[config.mk]
export PLATFORM = sky130hd
export DESIGN_NAME = can_fault_confine
export DESIGN_NICKNAME = d
export VERILOG_FILES = /design/src/rtl/can_fc_pkg.sv /design/src/rtl/fc_tx_counter.sv /design/src/rtl/fc_rx_counter.sv /design/src/rtl/fc_busoff_recovery.sv /design/src/rtl/fc_suspend.sv /design/src/rtl/can_fault_confine.sv
export SDC_FILE = /design/constraint.sdc
export NUM_CORES = 1
export LEC_CHECK = 0
export BUFFER_PORTS_ARGS = -buffer_cell sky130_fd_sc_hd__buf_2
export CAP_MARGIN = 5
export CORE_MARGIN = 2
export CORE_UTILIZATION = 51
export CTS_BUF_LIST = sky130_fd_sc_hd__clkbuf_16
export DETAILED_ROUTE_END_ITERATION = 8
export PLACE_DENSITY = 0.89
export SLEW_MARGIN = 20
export SYNTH_ARGS = -nofsm -noshare
export SYNTH_HDL_FRONTEND = slang
export SYNTH_SLANG_ARGS = --single-unit
export TNS_END_PERCENT = 100
[constraint.sdc]
create_clock -name clk -period 1.9 [get_ports clk]
set_clock_uncertainty 0.05 [all_clocks]
set_input_delay 0.19 -clock clk [delete_from_list [all_inputs] [get_ports clk]]
set_output_delay 0.19 -clock clk [all_outputs]
set_load 0.05 [all_outputs]
[src/rtl/can_fc_pkg.sv]
// Shared definitions for the CAN fault confinement block.
// Assumes: state codes are read by neighbouring logic as listed here.
package can_fc_pkg;
    typedef enum logic [1:0] {
        FC_ACTIVE  = 2'd0,
        FC_PASSIVE = 2'd1,
        FC_BUSOFF  = 2'd2
    } fc_state_e;
endpackage

[src/rtl/fc_tx_counter.sv]
// Transmit error counter: +STEP per error, -1 per success, software load.
// Assumes: wr_en arrives already gated by reset mode; clear has top priority.
module fc_tx_counter #(
    parameter int CNT_W = 9,
    parameter int STEP  = 8,
    parameter int LIMIT = 256
) (
    input  logic             clk,
    input  logic             rst_n,
    input  logic             frozen,
    input  logic             clear,
    input  logic             tx_err,
    input  logic             tx_ok,
    input  logic             wr_en,
    input  logic [CNT_W-2:0] wr_data,
    output logic [CNT_W-1:0] cnt,
    output logic             overflow
);
    localparam int SUM_W = CNT_W + 1;

    logic [CNT_W-1:0] cnt_nxt;
    logic [SUM_W-1:0] sum;

    // Next-value selection: clear, load, error step, success step.
    always_comb begin
        cnt_nxt  = cnt;
        overflow = 1'b0;
        sum      = {1'b0, cnt} + SUM_W'(STEP);
        if (clear) begin
            cnt_nxt = '0;
        end else if (wr_en) begin
            cnt_nxt = {1'b0, wr_data};
        end else if (!frozen) begin
            if (tx_err) begin
                if (sum >= SUM_W'(LIMIT)) begin
                    cnt_nxt  = CNT_W'(LIMIT);
                    overflow = 1'b1;
                end else begin
                    cnt_nxt = sum[CNT_W-1:0];
                end
            end else if (tx_ok && cnt != '0) begin
                cnt_nxt = cnt - 1'b1;
            end
        end
    end

    // Counter register.
    always_ff @(posedge clk) begin
        if (!rst_n) cnt <= '0;
        else        cnt <= cnt_nxt;
    end

    p_tec_step_r2: assert property (@(posedge clk) disable iff (!rst_n)
        (!frozen && !clear && !wr_en && tx_err && cnt < CNT_W'(LIMIT - STEP))
        |=> cnt == $past(cnt) + CNT_W'(STEP));

    p_tec_ceiling_r5: assert property (@(posedge clk) disable iff (!rst_n)
        cnt <= CNT_W'(LIMIT));
endmodule

[src/rtl/fc_rx_counter.sv]
// Receive error counter: +1 per error, -1 per success, saturating both ways.
// Assumes: frozen covers reset mode and bus-off.
module fc_rx_counter #(
    parameter int CNT_W = 8
) (
    input  logic             clk,
    input  logic             rst_n,
    input  logic             frozen,
    input  logic             clear,
    input  logic             rx_err,
    input  logic             rx_ok,
    output logic [CNT_W-1:0] cnt
);
    localparam logic [CNT_W-1:0] CNT_MAX = '1;

    // Counter update with saturation at both ends.
    always_ff @(posedge clk) begin
        if (!rst_n || clear) begin
            cnt <= '0;
        end else if (!frozen) begin
            if (rx_err) begin
                if (cnt != CNT_MAX) cnt <= cnt + 1'b1;
            end else if (rx_ok && cnt != '0) begin
                cnt <= cnt - 1'b1;
            end
        end
    end

    p_rec_hold_r7: assert property (@(posedge clk) disable iff (!rst_n)
        (frozen && !clear) |=> $stable(cnt));
endmodule

[src/rtl/fc_busoff_recovery.sv]
// Counts runs of RUN_LEN recessive sampled bits while enabled; pulses done
// on the sample that completes run number RUN_TOTAL.
// Assumes: enable = bus-off and not reset mode; counts clear when disabled.
module fc_busoff_recovery #(
    parameter int RUN_LEN   = 11,
    parameter int RUN_TOTAL = 128
) (
    input  logic clk,
    input  logic rst_n,
    input  logic enable,
    input  logic sample,
    input  logic rx_bit,
    output logic done
);
    localparam int BIT_W = $clog2(RUN_LEN);
    localparam int RUN_W = $clog2(RUN_TOTAL);

    logic [BIT_W-1:0] bit_cnt;
    logic [RUN_W-1:0] runs;
    logic             run_end;

    assign run_end = enable && sample && rx_bit && bit_cnt == BIT_W'(RUN_LEN - 1);
    assign done    = run_end && runs == RUN_W'(RUN_TOTAL - 1);

    // Bit-in-run and completed-run counters.
    always_ff @(posedge clk) begin
        if (!rst_n || !enable) begin
            bit_cnt <= '0;
            runs    <= '0;
        end else if (sample) begin
            if (!rx_bit) begin
                bit_cnt <= '0;
            end else if (run_end) begin
                bit_cnt <= '0;
                runs    <= done ? '0 : runs + 1'b1;
            end else begin
                bit_cnt <= bit_cnt + 1'b1;
            end
        end
    end

    p_runs_kept_r9: assert property (@(posedge clk) disable iff (!rst_n)
        (enable && sample && !rx_bit) |=> $stable(runs));
endmodule

[src/rtl/fc_suspend.sv]
// Suspend-transmission timer: an error passive node that transmitted in the
// frame requests SUSP_BITS sample points of suspension after intermission.
// Assumes: hold_clear is asserted in reset mode and bus-off.
module fc_suspend #(
    parameter int SUSP_BITS = 8
) (
    input  logic clk,
    input  logic rst_n,
    input  logic hold_clear,
    input  logic passive,
    input  logic tx_event,
    input  logic ifs_end,
    input  logic sample,
    output logic suspend_req
);
    localparam int SC_W = $clog2(SUSP_BITS + 1);

    logic [SC_W-1:0] left;
    logic            was_tx;

    assign suspend_req = left != '0;

    // Transmitter memory and suspension countdown.
    always_ff @(posedge clk) begin
        if (!rst_n || hold_clear) begin
            left   <= '0;
            was_tx <= 1'b0;
        end else if (ifs_end) begin
            was_tx <= 1'b0;
            if (passive && (was_tx || tx_event)) left <= SC_W'(SUSP_BITS);
        end else begin
            if (tx_event) was_tx <= 1'b1;
            if (sample && left != '0) left <= left - 1'b1;
        end
    end

    p_susp_start_r11: assert property (@(posedge clk) disable iff (!rst_n)
        $rose(suspend_req) |-> $past(ifs_end));
endmodule

[src/rtl/can_fault_confine.sv]
// CAN fault confinement: holds both error counters, derives the node state,
// the error flag polarity, the suspend request and the bus-off transmit gate.
// Assumes: event inputs are single-cycle pulses from the bit-stream logic.
module can_fault_confine
    import can_fc_pkg::*;
#(
    parameter int REC_W       = 8,
    parameter int TEC_STEP    = 8,
    parameter int PASSIVE_LIM = 128,
    parameter int RUN_LEN     = 11,
    parameter int RUN_TOTAL   = 128,
    parameter int SUSP_BITS   = 8
) (
    input  logic             clk,
    input  logic             rst_n,
    input  logic             sample_pt,
    input  logic             rx_bit,
    input  logic             tx_err,
    input  logic             rx_err,
    input  logic             tx_ok,
    input  logic             rx_ok,
    input  logic             ifs_end,
    input  logic             reset_mode,
    input  logic             tec_wr_en,
    input  logic [REC_W-1:0] tec_wr_data,
    input  logic             tx_in,
    output logic             tx_out,
    output logic [1:0]       fc_state,
    output logic [REC_W:0]   tec,
    output logic [REC_W-1:0] rec,
    output logic             err_flag_passive,
    output logic             suspend_req,
    output logic             bus_off
);
    localparam int TEC_W     = REC_W + 1;
    localparam int BOFF_LIM  = 2 ** REC_W;

    logic      frozen;
    logic      wr_ok;
    logic      tec_ovf;
    logic      recov_done;
    logic      passive;
    fc_state_e state;

    assign frozen = reset_mode || bus_off;
    assign wr_ok  = tec_wr_en && reset_mode;

    fc_tx_counter #(.CNT_W(TEC_W), .STEP(TEC_STEP), .LIMIT(BOFF_LIM)) u_tec (
        .clk(clk), .rst_n(rst_n), .frozen(frozen), .clear(recov_done),
        .tx_err(tx_err), .tx_ok(tx_ok), .wr_en(wr_ok), .wr_data(tec_wr_data),
        .cnt(tec), .overflow(tec_ovf)
    );

    fc_rx_counter #(.CNT_W(REC_W)) u_rec (
        .clk(clk), .rst_n(rst_n), .frozen(frozen), .clear(recov_done),
        .rx_err(rx_err), .rx_ok(rx_ok), .cnt(rec)
    );

    fc_busoff_recovery #(.RUN_LEN(RUN_LEN), .RUN_TOTAL(RUN_TOTAL)) u_recov (
        .clk(clk), .rst_n(rst_n), .enable(bus_off && !reset_mode),
        .sample(sample_pt), .rx_bit(rx_bit), .done(recov_done)
    );

    // Bus-off flag: set by overflow or a forced write, cleared by recovery.
    always_ff @(posedge clk) begin
        if (!rst_n)          bus_off <= 1'b0;
        else if (recov_done) bus_off <= 1'b0;
        else if (wr_ok)      bus_off <= (tec_wr_data == '1);
        else if (tec_ovf)    bus_off <= 1'b1;
    end

    // State derivation from the bus-off flag and counter levels.
    always_comb begin
        if (bus_off)
            state = FC_BUSOFF;
        else if (tec >= TEC_W'(PASSIVE_LIM) || {1'b0, rec} >= TEC_W'(PASSIVE_LIM))
            state = FC_PASSIVE;
        else
            state = FC_ACTIVE;
    end

    assign passive          = state == FC_PASSIVE;
    assign fc_state         = state;
    assign err_flag_passive = state != FC_ACTIVE;
    assign tx_out           = tx_in || bus_off;

    fc_suspend #(.SUSP_BITS(SUSP_BITS)) u_susp (
        .clk(clk), .rst_n(rst_n), .hold_clear(frozen), .passive(passive),
        .tx_event(tx_err || tx_ok), .ifs_end(ifs_end), .sample(sample_pt),
        .suspend_req(suspend_req)
    );

    p_recov_clear_r8: assert property (@(posedge clk) disable iff (!rst_n)
        recov_done |=> (tec == '0 && rec == '0 && !bus_off));

    p_wr_gate_r6: assert property (@(posedge clk) disable iff (!rst_n)
        (tec_wr_en && !reset_mode && !tx_err && !tx_ok && !recov_done)
        |=> $stable(tec));

    p_ovf_sets_boff_r5: assert property (@(posedge clk) disable iff (!rst_n)
        (tec_ovf && !recov_done && !wr_ok) |=> bus_off);
endmodule

* Word level (Yosys, flattened, before mapping)
Cells that the tools add are included.
** Storage, ports and cells
- Output and inout port bits :: 23
- Word-level logic and storage cells :: 89
- Flip-flop bits (word level) :: 34
- Input bits :: 20
** Operators by class
- Reduce and logical (&&, ||, !) cells :: 38
- $lt $le $gt $ge :: 3
- Multiplexer cells :: 23
- Add/sub/neg operators :: 7
- Bitwise operators :: 2
- Equal/unequal tests :: 8
** Operators with widths (number)
- $mux 8 :: 5
- $mux 9 :: 3
- $mux 4 :: 5
- $add 9x4->10 const B :: 1
- $ge 10x9->1 const B :: 1
- $logic_and 1x1->1 :: 10
- $reduce_bool 2->1 :: 5
- $ge 9x8->1 const B :: 1
- $reduce_bool 9->1 :: 1
- $sub 9x1->9 const B :: 1
- $add 8x1->8 const B :: 1
- $eq 8x8->1 const B :: 1
- $ge 8x8->1 const B :: 1
- $logic_or 1x1->1 :: 8
- $mux 1 :: 8
- $ne 8x8->1 const B :: 1
- $reduce_bool 8->1 :: 1
- $sub 8x1->8 const B :: 1
- $add 7x1->7 const B :: 1
- $eq 7x7->1 const B :: 1
- $mux 7 :: 1
- $reduce_and 2->1 :: 3
- $reduce_and 3->1 :: 2
- $add 4x1->4 const B :: 1
- other kinds (12) :: 17

* Longest topological paths before layout
Gate-level depths: netlist of run 1.
- Word-level depth :: 9
- Gate-level depth with buffers :: 7
- Gate-level depth less buffers :: 7

* Cells and area by module
Synthesis of run 1 repeated with hierarchy kept, for this count alone.
** Unflattened totals
- Cells, all modules :: 310
- Area, all modules :: 2536.2 sq um
** By module, submodules not included
- fc_tx_counter :: times used 1, area each 922.1 sq um, cells an instance 124
- fc_rx_counter :: times used 1, area each 608.1 sq um, cells an instance 69
- fc_busoff_recovery :: times used 1, area each 600.6 sq um, cells an instance 69
- fc_suspend :: times used 1, area each 285.3 sq um, cells an instance 32
- can_fault_confine :: times used 1, area each 120.1 sq um, cells an instance 16

* Worst setup path before layout of run 1
No wires, ideal clock.
- Kind :: register to register
- Start point :: reg u_tec.cnt[8]
- End point :: reg u_susp.left[1]
- Slack :: -427 ps
- Required time :: 1733 ps
- Cell stages (with the launch flop) :: 7
- Buffers on the path :: 1
- Arrival :: 2160 ps
- Cell sequence :: dfxtp_1 buf_2 nor3_1 nor2_1 nand3b_1 a31oi_1 nor2_1
** Between the ends
- Word-level cells in the longest chain between the ends :: 8
** RTL lines
- start: declaration :: RTL line fc_tx_counter.sv:16 : output logic [CNT_W-1:0] cnt,
- start signal: assignment :: RTL line fc_tx_counter.sv:50 : else cnt <= cnt_nxt;
- $ge 9x8->1 :: RTL line can_fault_confine.sv:76 : else if (tec >= TEC_W'(PASSIVE_LIM) || {1'b0, rec} >= TEC_W'(PASSIVE_LIM))
- $logic_or 1x1->1 :: RTL line can_fault_confine.sv:76
- $mux 1 :: RTL line can_fault_confine.sv:76
- $mux 2 :: RTL line can_fault_confine.sv:74 : if (bus_off)
- net fc_state[0] :: RTL line can_fault_confine.sv:28 : output logic [1:0] fc_state,
- $eq 2x1->1 :: RTL line can_fault_confine.sv:82 : assign passive = state == FC_PASSIVE;
- $logic_and 1x1->1 :: RTL line fc_suspend.sv:30 : if (passive && (was_tx || tx_event)) left <= SC_W'(SUSP_BITS);
- $ne 2x1->1 (no source line)
- $reduce_and 2->1 (no source line)
- end signal: assignment :: RTL line fc_suspend.sv:30
- end signal: assignment :: RTL line fc_suspend.sv:33 : if (sample && left != '0) left <= left - 1'b1;
- end: declaration :: RTL line fc_suspend.sv:18 : logic [SC_W-1:0] left;
The timed path passes the listed nets, and every way through them passes these cells.
A chain may end at the register's enable or synchronous reset.

* Worst setup path in the final report of run 1
- Start point :: reg u_tec.cnt[6]
- End point :: reg u_tec.cnt[4]
** Between the ends
- Word-level cells in the longest chain between the ends :: 6
- Elaborated cells between the ends (all ways) :: 10
** RTL lines
- $add 9x4->10 :: RTL line fc_tx_counter.sv:28 : sum = {1'b0, cnt} + SUM_W'(STEP);
- $ge 10x9->1 :: RTL line fc_tx_counter.sv:35 : if (sum >= SUM_W'(LIMIT)) begin
- $mux 9 :: RTL line fc_tx_counter.sv:35
- $mux 9 :: RTL line fc_tx_counter.sv:34 : if (tx_err) begin
- $mux 8 :: RTL line fc_tx_counter.sv:33 : end else if (!frozen) begin
- $mux 8 :: RTL line fc_tx_counter.sv:31 : end else if (wr_en) begin
Parallel ways exist; a longest one is shown, timed or not. The select of a mux whose other input is x is not followed.

==> results by group, run 1 <==
Clocking
  – CTS HTree Levels: 2
  – Clock root buffer: clkbuf_16
  – CTS tree: done
  – Reg clk slew, reported paths: 60 ps
  – Clock Path Buffers: 2
  – Total CTS buffers: 5
  – Worst-Skew Late Latency: approximately 280 ps
  – CTS Sinks: 34

Pwr
  – Power share of the clock group: 0.379
  – Int Power: 1.86 mW
  – Seq pwr share: 0.299
  – Tot Pwr: 2.83 mW
  – Combinational share of power: 0.322
  – Net switching power: 0.970 mW
  – Switching part of the total: 0.343
  – Leak Pwr: 1.29 nW
  – PD cells: roughly 900 nW/um^2
  – Worst vdd ir: 0.644 mV

GRT
  – GR Util met2: 0.434
  – First-pass GRT wire length: 10,500 um
  – Largest net degree at the start of global routing: 13
  – Initial antenna violation count: 0
  – GRT Total Usage: 0.255
  – Grt total ovfl: 0
  – Vias in the first global route: 2,354
  – Met3 usage in global routing: 0.0569
  – Top Usage Layer GRT: met2
  – Grt met1 use: 0.294

Floorplan
  – Core Area: about 4400 sq um
  – Chip width: 72.5 um
  – Full die area: ~5200 sq um
  – IO Pins: 43
  – Initial Util: 0.538
  – Die Height: 72.5 um
  – Rows: 24

Setup path
  – CP Launch Type: register
  – Slowest CP cell: dfxtp_1
  – Cell repeated most along the worst path: buf_4
  – Cells along the critical path: nor2_1 > nand3_2 > o31ai_4 > buf_4 > buf_4 > a311o_1 > a31oi_1
  – Crit Path Max Fanout: 8
  – FF-to-FF setup slack: -30 ps
  – Crit. End Element: register
  – Setup CP Type: register to register
  – Max incr delay on CP: 380 ps
  – Worst Reg-to-Reg Cells: 7
  – FF-to-FF End: u_tec.cnt[4]$_SDFFE_PP0P_
  – CP required: 2000 ps
  – R2R Path Start: u_tec.cnt[6]$_SDFFE_PP0P_
  – Worst EP arrival: 2030 ps

Min path
  – Hold path endpoint: u_susp.was_tx$_SDFFE_PP0P_
  – WHS Path Cells: 2
  – Hold crit path type: primary input to register
  – Hold path startpoint: ifs_end

STA
  – Worst-Margin Slew: 495 ps
  – Final setup violation count: 2
  – Sum Neg Setup Slack: -49.2 ps
  – RSZ-0062 raised after global routing: true
  – FMAX: 518 MHz
  – Final Max Tran Viols: 0
  – Min cycle time layout: 1930 ps
  – Worst slew slack as a fraction of its limit: 0.668
  – Worst setup margin: -31.6 ps
  – Hold Vio Cnt, Final: 0
  – Post-route clock period utilization: 1.02

Detailed routing
  – DRC viols: 0
  – Total wire length: 6820 um
  – DRT Pass-1 Iters: 5
  – Drt wl/cell: 17.0 um
  – DRT iter0 DRCs: 135
  – Final ANT Viol Nets: 0
  – Vias per inst: 6.26
  – Vias post-DR: 2,518

Outcome
  – Failing checks: setup timing
  – Outcome: finished, violations left

Layout
  – Area grow syn2layout: 28.1%
  – Post-route cell area: 3060 sq um
  – Finished Layout Cells: 402
  – Antenna diodes: 0
  – Share of layout cells above drive strength 1: 0.346
  – Nets: between 300 and 400

Synthesis
  – Share of the synthesized area in the top cell type: 0.285
  – Mapped cell area: 2390 sq um
  – Post-synth top flop: dfxtp_1
  – Synth top area cells: dfxtp_1 (28%), ha_1 (7.9%), nor2_1 (4.9%)
  – Synth unique cells: 64
  – Post-synth EDFFs: 0
  – Post-synth top area cell: dfxtp_1
  – Syn Inst Count: 289
  – Synth Warn #: 0
  – Synth Register Bits: 34
  – Sequential fraction of the synthesis area: 0.285
  – Syn avg cell area: 8.27 sq um
  – Post-synth ARST share: 0
  – Mapped Nets: 325

Placed design
  – Post-place setup slack: -49.6 ps
  – Final Wtd Congestion: 0.932
  – # port buffers: 42
  – Dpl cells: 390
  – Post-DP Area: 2760 sq um
  – Detail Placement HPWL: between 4000 and 5000 um

Flow run
  – Max Cap Viol: 0
-- repair_timing --
action                                  CTS  global route
resized for setup                         0            17
pin swaps                                 1             6
buffers inserted                          0             4
endpoints found under the setup margin    1             9
hold buffers                              0             0
-- logic make-up (layout without fill, tap and decap cells) --
logic type,Yosys count,in the layout,synth area share
compound gates,74,74,0.227
xor+xnor,13,13,0.0476
simple gates,115,115,0.258
mux,6,6,0.0267
flops,34,34,0.285
fa+ha+maj,16,16,0.0869
buf+inv,31,92,0.0691
-- area by class of cell --
type                    count  area, sq um
multi-input cells         224         1630
fillers                   353         1380
flip-flops and latches     34          711
repair buffers             66          390
clock buffers               5          125
clock inverters             3         68.8
inverters                  18         67.6
well taps                  52         65.1
-- critical path, delay by kind of cell (launching register included) --
family / cells / cell delay [ps]
AO/OA/AOI/OAI: 3 / 560
flip-flops: 1 / 380
AND/OR/NAND/NOR: 2 / 530
buffers and inverters: 2 / 270
-- worst max-delay path by stage --
stage                                    from                   endpoint  cells after the start  slack [ps]
finish              u_tec.cnt[6]$_SDFFE_PP0P_  u_tec.cnt[4]$_SDFFE_PP0P_                      7         -30
global route        u_tec.cnt[6]$_SDFFE_PP0P_  u_tec.cnt[6]$_SDFFE_PP0P_                      7        -100
CTS                 u_tec.cnt[0]$_SDFFE_PP0P_  u_tec.cnt[6]$_SDFFE_PP0P_                      7           1
detailed placement                     rx_err  u_rec.cnt[7]$_SDFFE_PP0P_                      8         -50
global placement                       rx_err  u_rec.cnt[6]$_SDFFE_PP0P_                      8          20
floorplan           u_tec.cnt[0]$_SDFFE_PP0P_  u_tec.cnt[6]$_SDFFE_PP0P_                      7          20
-- cell usage in the layout (no fill, tap or decap), drive strengths merged, types with 2 or more instances in the layout --
cell type,count
a211oi,4
a21boi,2
a21o,3
a21oi,16
a22oi,2
a31oi,7
and2,2
and3,3
buf,66
bufinv,2
clkbuf,5
dfxtp,34
ha,15
inv,18
mux2,3
mux2i,3
nand2,20
nand2b,4
nand3,13
nand3b,4
nand4,11
nor2,32
nor2b,2
nor3,8
nor4,5
o2111ai,2
o211ai,7
o21a,3
o21ai,10
o21bai,4
o31a,2
o31ai,5
or3b,2
xnor2,5
xor2,8
-- synthesized netlist by cell type (all sizes together) (2+ instances only) --
library cell  count
and2              2
o2111ai           2
nand2            20
a211oi            4
mux2i             3
nand2b            4
dfxtp            34
or3b              2
nand3b            4
xnor2             5
and3              3
a21oi            16
o31a              2
nor4              5
o31ai             5
o211ai            7
a21boi            2
nor2             32
o21a              3
a31oi             7
mux2              3
inv              18
o21ai            10
a21o              3
buf              13
o21bai            4
xor2              8
a22oi             2
nor2b             2
nand4            11
ha               15
nor3              8
nand3            13
-- metal layers --
layer,part of all wire,vias up
met1,0.40,1167
met4,0.047,0
met2,0.47,135
met5,0,-
met3,0.086,36
li1,-,1180
-- power groups by stage --
stage          logic [mW]  clock network (mW)  registers (mW)
2_1_floorplan       0.470                   0           0.986
3_3_place_gp        0.802                   0           0.848
3_5_place_dp        0.823                   0           0.852
4_1_cts             0.834                1.09           0.837
5_1_grt             0.978                1.11           0.854
6_report            0.910                1.07           0.847
-- registers in the layout, summed over array words and instances, names as in the netlist --
register and cells:
u_recov.bit_cnt 4, u_tec.cnt 9, u_susp.left 4, u_rec.cnt 8, u_susp.was_tx 1, bus_off 1, u_recov.runs 7
-- per-stage QoR --
| step | hold slack (ps) | util |
|---|---|---|
| 6_report | 62.3 | 0.689 |
| 5_1_grt | 75.3 | 0.689 |
| 4_1_cts | 59.3 | 0.664 |
| 3_5_place_dp | 356 | 0.620 |
| 3_3_place_gp | 351 | 0.620 |
| 2_1_floorplan | 219 | - |
Note: power is estimated with default switching activity, not from simulation.
==> inputs of run 2 (changes only) <==
- REMOVE_ABC_BUFFERS: unset -> 1
- SKIP_LAST_GASP: unset -> 1
==> results by group, run 2 (same netlist as run 1, synthesis figures left out) <==
Outcome
  – Outcome: complete, no violations

Detailed routing
  – Drt wl/cell: 15.0 um (-12%)
  – DRC viols: 0 (unchanged)
  – Final ANT Viol Nets: 0 (unchanged)
  – Vias post-DR: 2,452 (-2.6%)
  – Total wire length: 6090 um (-11%)
  – Vias per inst: 6.04 (-3.6%)
  – DRT Pass-1 Iters: 5 (unchanged)
  – DRT iter0 DRCs: 181 (+34%)

GRT
  – First-pass GRT wire length: 10,100 um (-3.8%)
  – Top Usage Layer GRT: met2
  – Grt met1 use: 0.305 (+0.0111)
  – GR Util met2: 0.409 (-0.0255)
  – Met3 usage in global routing: 0.0347 (-0.0222)
  – Largest net degree at the start of global routing: 13 (unchanged)
  – Initial antenna violation count: 0 (unchanged)
  – GRT Total Usage: 0.242 (-0.0131)
  – Grt total ovfl: 0 (unchanged)
  – Vias in the first global route: 2,288 (-2.8%)

Layout
  – Most common cell after layout, fill and taps aside: buf_2
  – Share of layout cells above drive strength 1: 0.297 (-0.0491)
  – Most frequent cells in the layout: buf_2 (42), dfxtp_1 (32), nor2_1 (31)
  – Final Util: 0.666 (-0.0222)
  – Reg with most FFs: u_tec.cnt
  – Biggest regs: u_tec.cnt (9), u_rec.cnt (8), u_recov.runs (7)
  – Post-route cell area: 2960 sq um (-3.2%)
  – Area grow syn2layout: 23.9%
  – Nets: 389 (+1.0%)
  – Max FFs per register: 9 (unchanged)
  – Antenna diodes: 0 (unchanged)

Pwr
  – Switching part of the total: 0.366 (+0.0229)
  – Power share of the clock group: 0.307 (-0.072)
  – Int Power: 1.57 mW (-16%)
  – Leak Pwr: 1.27 nW (-1.6%)
  – PD cells: 835 nW/um^2 (-9.8%)
  – Seq pwr share: 0.330 (+0.031)
  – Combinational share of power: 0.363 (+0.041)
  – Worst vdd ir: 0.654 mV (+1.6%)
  – Net switching power: 0.904 mW (-6.8%)

Floorplan
  – Full die area: 5250 sq um (unchanged)
  – Rows: 24 (unchanged)
  – Initial Util: 0.538 (unchanged)
  – IO Pins: 43 (unchanged)
  – Die Height: 72.5 um (unchanged)
  – Core Area: 4440 sq um (unchanged)
  – Chip width: 72.5 um (unchanged)

Setup path
  – Cells along the critical path: inv_2 > ha_2 > or3b_4 > nor4_4 > a21oi_1 > o31a_1 > a211oi_2
  – Crit Path Max Fanout: 4 (-4)
  – Worst Reg-to-Reg Cells: 7 (unchanged)
  – CP Launch Type: register
  – CP required: 2050 ps (+50 ps)
  – Crit. End Element: register
  – FF-to-FF End: u_tec.cnt[6]$_SDFFE_PP0P_
  – FF-to-FF setup slack: 80 ps (+120 ps)
  – Max incr delay on CP: 430 ps (+50 ps)
  – Worst EP arrival: 1970 ps (-60 ps)
  – Setup CP Type: register to register
  – R2R Path Start: u_tec.cnt[1]$_SDFFE_PP0P_
  – Slowest CP cell: or3b_4

STA
  – Sum Neg Setup Slack: 0 ps (+49.2 ps)
  – FMAX: 551 MHz (+6.4%)
  – Final Max Tran Viols: 0 (unchanged)
  – Worst setup margin: 84.5 ps (+116 ps)
  – Final setup violation count: 0 (-2)
  – Post-route clock period utilization: 0.956 (-0.0611)
  – Min cycle time layout: 1820 ps (-116 ps)
  – RSZ-0062 raised after global routing: true
  – Worst slew slack as a fraction of its limit: 0.682 (+0.0142)
  – Worst-Margin Slew: 474 ps (-21.1 ps)
  – Hold Vio Cnt, Final: 0 (unchanged)

Clocking
  – CTS HTree Levels: 2 (unchanged)
  – Reg clk slew, reported paths: 50 ps (about the same)
  – CTS Sinks: 34 (unchanged)
  – Clock Path Buffers: 2 (unchanged)
  – Total CTS buffers: 5 (unchanged)
  – Worst-Skew Late Latency: 280 ps (about the same)
  – CTS tree: done
  – # hold bufs at CTS: 0 (unchanged)
  – Clock root buffer: clkbuf_16

Placed design
  – # port buffers: 42 (unchanged)
  – Post-DP Area: 2760 sq um (+0.18%)
  – Final Wtd Congestion: 0.892 (-4.2%)
  – Detail Placement HPWL: 4580 um (-2.7%)
  – Post-place setup slack: -106 ps (-56.8 ps)

Min path
  – Hold path endpoint: u_susp.was_tx$_SDFFE_PP0P_
  – Hold crit path type: primary input to register
  – WHS Path Cells: 2 (unchanged)
  – Hold path startpoint: ifs_end

Flow run
  – Max Cap Viol: 0 (unchanged)
[run 2: cell types whose count changed in the layout (fill, tap and decap cells not counted), sizes merged]
cell / previous run / this run
clkinv: 1 / 3
buf: 66 / 70
bufinv: 2 / 0
[run 2: what timing repair did]
item	in CTS	in global routing
buffers inserted	0	2
gates resized for setup	1	14
endpoints found under the setup margin	3	9
gates cloned	0	0
pin swaps	1	2
endpoints found under the hold margin	0	0
[run 2: critical path, delay by kind of cell, from the launching register on]
kind,cells,cell delay (ps)
adder cells (fa/ha/maj),1,180
AO/OA/AOI/OAI,3,530
buffers and inverters,1,60
AND/OR/NAND/NOR,2,590
flip-flops,1,330
[run 2: final cells by class]
cell class / instances / area, sq um
sequential: 34 / 683
timing repair buffer: 70 / 420
clock buffer: 5 / 125
tap: 52 / 65.1
fill: 337 / 1480
inverter: 18 / 67.6
clock inverter: 3 / 11.3
multi-input combinational: 224 / 1590
[run 2: stage by stage]
step | power [mW] | instances | hold WS (ps)
2_1_floorplan | 1.41 | 276 | 219
3_3_place_gp | 1.65 | 396 | 339
3_5_place_dp | 1.67 | 396 | 343
4_1_cts | 2.44 | 404 | 48.1
5_1_grt | 2.59 | 406 | 72.4
6_report | 2.47 | 406 | 55.3
[run 2: how the worst max path moves through the flow]
stage | endpoint | start | slack [ps] | cells after the start
6_report | u_tec.cnt[6]$_SDFFE_PP0P_ | u_tec.cnt[1]$_SDFFE_PP0P_ | 80 | 7
3_3_place_gp | u_rec.cnt[6]$_SDFFE_PP0P_ | rx_err | -30 | 8
4_1_cts | u_rec.cnt[6]$_SDFFE_PP0P_ | u_rec.cnt[0]$_SDFFE_PP0P_ | 10 | 6
3_5_place_dp | u_rec.cnt[6]$_SDFFE_PP0P_ | rx_err | -110 | 8
2_1_floorplan | u_rec.cnt[7]$_SDFFE_PP0P_ | bus_off$_SDFFE_PP0P_ | -650 | 5
5_1_grt | u_rec.cnt[7]$_SDFFE_PP0P_ | u_rec.cnt[4]$_SDFFE_PP0P_ | -5 | 6
[run 2: layer usage]
layer | part of all wire | vias to the layer above
met2 | 0.49 | 104
met3 | 0.068 | 9
li1 | - | 1187
met4 | 0.017 | 0
met5 | 0 | -
met1 | 0.42 | 1152
[run 2: power groups by stage]
stage / Clock [mW] / Sequential, mW / Combinational (mW)
floorplan: 0 / 0.989 / 0.419
global placement: 0 / 0.823 / 0.828
detailed placement: 0 / 0.825 / 0.849
CTS: 0.775 / 0.811 / 0.854
global route: 0.806 / 0.821 / 0.965
finish: 0.760 / 0.816 / 0.896
==> inputs of run 3 (changes only) <==
- ABC_AREA: unset -> 1
- RECOVER_POWER: unset -> 100
==> results by group, run 3 <==
Outcome
  – Outcome: complete, no violations

Layout
  – Max FFs per register: 9 (unchanged)
  – Share of layout cells above drive strength 1: 0.109 (-0.188)
  – Reg with most FFs: u_tec.cnt
  – Nets: 449 (+15%)
  – Most frequent cells in the layout: nand2_1 (89), inv_1 (47), nor2_1 (43)
  – Antenna diodes: 0 (unchanged)
  – Finished Layout Cells: 465 (+15%)
  – Area grow syn2layout: 16.3%
  – Fill count: 408 (+21%)
  – Biggest regs: u_tec.cnt (9), u_rec.cnt (8), u_recov.runs (7)
  – Final Util: 0.627 (-0.0391)
  – Most common cell after layout, fill and taps aside: nand2_1
  – Post-route cell area: 2770 sq um (-6.5%)

Clocking
  – CTS HTree Levels: 2 (unchanged)
  – CTS tree: done
  – CTS Sinks: 34 (unchanged)
  – Clock Path Buffers: 2 (unchanged)
  – # hold bufs at CTS: 0 (unchanged)
  – Post-CTS Setup Inserts: 0 (unchanged)
  – Worst-Skew Late Latency: 280 ps (about the same)
  – Cts repair resizes: 0 (-1)
  – Clock root buffer: clkbuf_16
  – Total CTS buffers: 5 (unchanged)
  – Reg clk slew, reported paths: 50 ps (about the same)

Setup path
  – Worst EP arrival: 1460 ps (-510 ps)
  – Slowest CP cell: dfxtp_1
  – Cells along the critical path: inv_1 > a31oi_1 > clkbuf_2
  – Max incr delay on CP: 400 ps (-30 ps)
  – Setup CP Type: register to output port
  – FF-to-FF End: u_rec.cnt[3]$_SDFFE_PP0P_
  – R2R Path Start: u_recov.bit_cnt[0]$_SDFFE_PP0P_
  – Crit. End Element: output port
  – Worst Reg-to-Reg Cells: 10 (+3)
  – FF-to-FF setup slack: 210 ps (+130 ps)
  – Cell family with most CP delay: buffers and inverters
  – Crit Path Max Fanout: 4 (unchanged)
  – CP required: 1660 ps (-390 ps)
  – CP Launch Type: register
  – Worst path bufs/invs: 2 (+1)

Min path
  – Hold path endpoint: u_susp.was_tx$_SDFFE_PP0P_
  – WHS Path Cells: 4 (+2)
  – Hold path startpoint: ifs_end
  – Hold crit path type: primary input to register

GRT
  – Initial antenna violation count: 0 (unchanged)
  – Vias in the first global route: 2,435 (+6.4%)
  – Largest net degree at the start of global routing: 15 (+2)
  – Grt total ovfl: 0 (unchanged)
  – GRT Total Usage: 0.241 (-0.000520)
  – First-pass GRT wire length: 10,100 um (-0.20%)

Detailed routing
  – Vias post-DR: 2,477 (+1.0%)
  – Drt wl/cell: 12.3 um (-18%)
  – Final ANT Viol Nets: 0 (unchanged)
  – Vias per inst: 5.33 (-12%)
  – DRT Pass-1 Iters: 4 (-1)
  – DRC viols: 0 (unchanged)
  – Total wire length: 5730 um (-5.8%)
  – DRT iter0 DRCs: 169 (-6.6%)

Floorplan
  – Initial Util: 0.539 (+0.00167)
  – Full die area: 5230 sq um (-0.36%)
  – Rows: 24 (unchanged)
  – IO Pins: 43 (unchanged)
  – Die Height: 72.3 um (-0.18%)
  – Chip width: 72.3 um (-0.18%)
  – Core Area: 4410 sq um (-0.68%)

Pwr
  – Worst vdd ir: 0.795 mV (+22%)
  – PD cells: 895 nW/um^2 (+7.2%)
  – Leak Pwr: 1.32 nW (+3.9%)
  – Tot Pwr: 2.48 mW (+0.27%)

STA
  – Final Max Tran Viols: 0 (unchanged)
  – Final setup violation count: 0 (unchanged)
  – Sum Neg Setup Slack: 0 ps (unchanged)
  – FMAX: 588 MHz (+6.8%)
  – Worst-Margin Slew: 604 ps (+130 ps)
  – Post-route clock period utilization: 0.895 (-0.0606)
  – Min cycle time layout: 1700 ps (-115 ps)
  – Worst slew slack as a fraction of its limit: 0.599 (-0.0825)
  – Hold Vio Cnt, Final: 0 (unchanged)
  – RSZ-0062 raised after global routing: false

Synthesis
  – Syn avg cell area: 6.51 sq um (-21%)
  – Synth top area cells: dfxtp_1 (29%), nand2_1 (14%), ha_1 (7.9%)
  – Synth Warn #: 0 (unchanged)
  – Synth Register Bits: 34 (unchanged)
  – Post-synth ARST share: 0 (unchanged)
  – Post-synth EDFFs: 0 (unchanged)
  – Sequential fraction of the synthesis area: 0.286 (+0.00105)
  – Synth unique cells: 30 (-53%)
  – Post-synth top flop: dfxtp_1
  – Top-count cell post-synth: nand2_1
  – Share of the synthesized area in the top cell type: 0.286 (+0.00105)
  – Post-synth top area cell: dfxtp_1
  – Mapped cell area: 2380 sq um (-0.37%)
  – Synth cell count leaders: nand2_1 (87), inv_1 (47), nor2_1 (43)
  – Syn Inst Count: 366 (+27%)

Placed design
  – Dpl cells: 458 (+16%)
  – Post-DP Area: 2650 sq um (-4.1%)
  – # port buffers: 42 (unchanged)
  – Detail Placement HPWL: 4350 um (-5.0%)
  – Final Wtd Congestion: 0.954 (+7.0%)

Flow run
  – Max Cap Viol: 0 (unchanged)
[run 3: worst min-delay path: cells and delay by family]
kind	cells	cell delay, ps
buffers and inverters	2	170
AND/OR/NAND/NOR	2	100
[run 3: kinds of logic (layout without fill, tap and decap cells)]
logic type / count (synthesis) / count (layout) / share of synthesized area
AOI/OAI and AO/OA: 49 / 49 / 0.112
xor gates and xnor gates: 16 / 16 / 0.0589
adders and majority gates: 16 / 16 / 0.0872
buffers and inverters: 57 / 104 / 0.0962
DFF: 34 / 34 / 0.286
and+or+nand+nor: 194 / 194 / 0.360
[run 3: metrics by stage]
step | setup slack, ps | hold WS (ps)
final | 200 | 170
after global routing | 44.8 | 187
after CTS | 210 | 168
after detailed placement | 75.9 | 433
after global placement | 179 | 415
after floorplan | -628 | 302
[run 3: routing by layer]
layer,track usage,up-vias,routed length [um]
met4,0.0818,0,36
met3,0.0625,4,332
met5,0,-,0
met1,0.279,1115,2500
li1,-,1271,-
met2,0.428,87,2860
[run 3: power by group]
part           leakage, nW  internal (mW)  switching, mW  total (mW)
logic                0.960          0.225          0.545       0.769
registers            0.277          0.758         0.0605       0.819
clock network       0.0773          0.606          0.285       0.891
[run 3: layout make-up]
| type | instances | area, sq um | area share |
|---|---|---|---|
| repair buffers | 46 | 209 | 0.0755 |
| well taps | 52 | 65.1 | 0.0235 |
| clock buffers | 5 | 125 | 0.0452 |
| inverters | 51 | 191 | 0.0691 |
| clock inverters | 2 | 33.8 | 0.0122 |
| flip-flops and latches | 34 | 681 | 0.246 |
| multi-input cells | 275 | 1460 | 0.529 |
[run 3: how the worst max path moves through the flow]
stage	depth (start not counted)	slack (ps)	end	from
finish	3	200	fc_state[0]	u_rec.cnt[7]$_SDFFE_PP0P_
global route	10	40	u_tec.cnt[5]$_SDFFE_PP0P_	u_recov.bit_cnt[0]$_SDFFE_PP0P_
CTS	10	210	u_rec.cnt[3]$_SDFFE_PP0P_	u_recov.bit_cnt[0]$_SDFFE_PP0P_
detailed placement	9	80	u_rec.cnt[7]$_SDFFE_PP0P_	rx_err
global placement	10	180	u_rec.cnt[5]$_SDFFE_PP0P_	rx_err
floorplan	7	-630	u_susp.left[2]$_SDFFE_PP0P_	u_rec.cnt[7]$_SDFFE_PP0P_
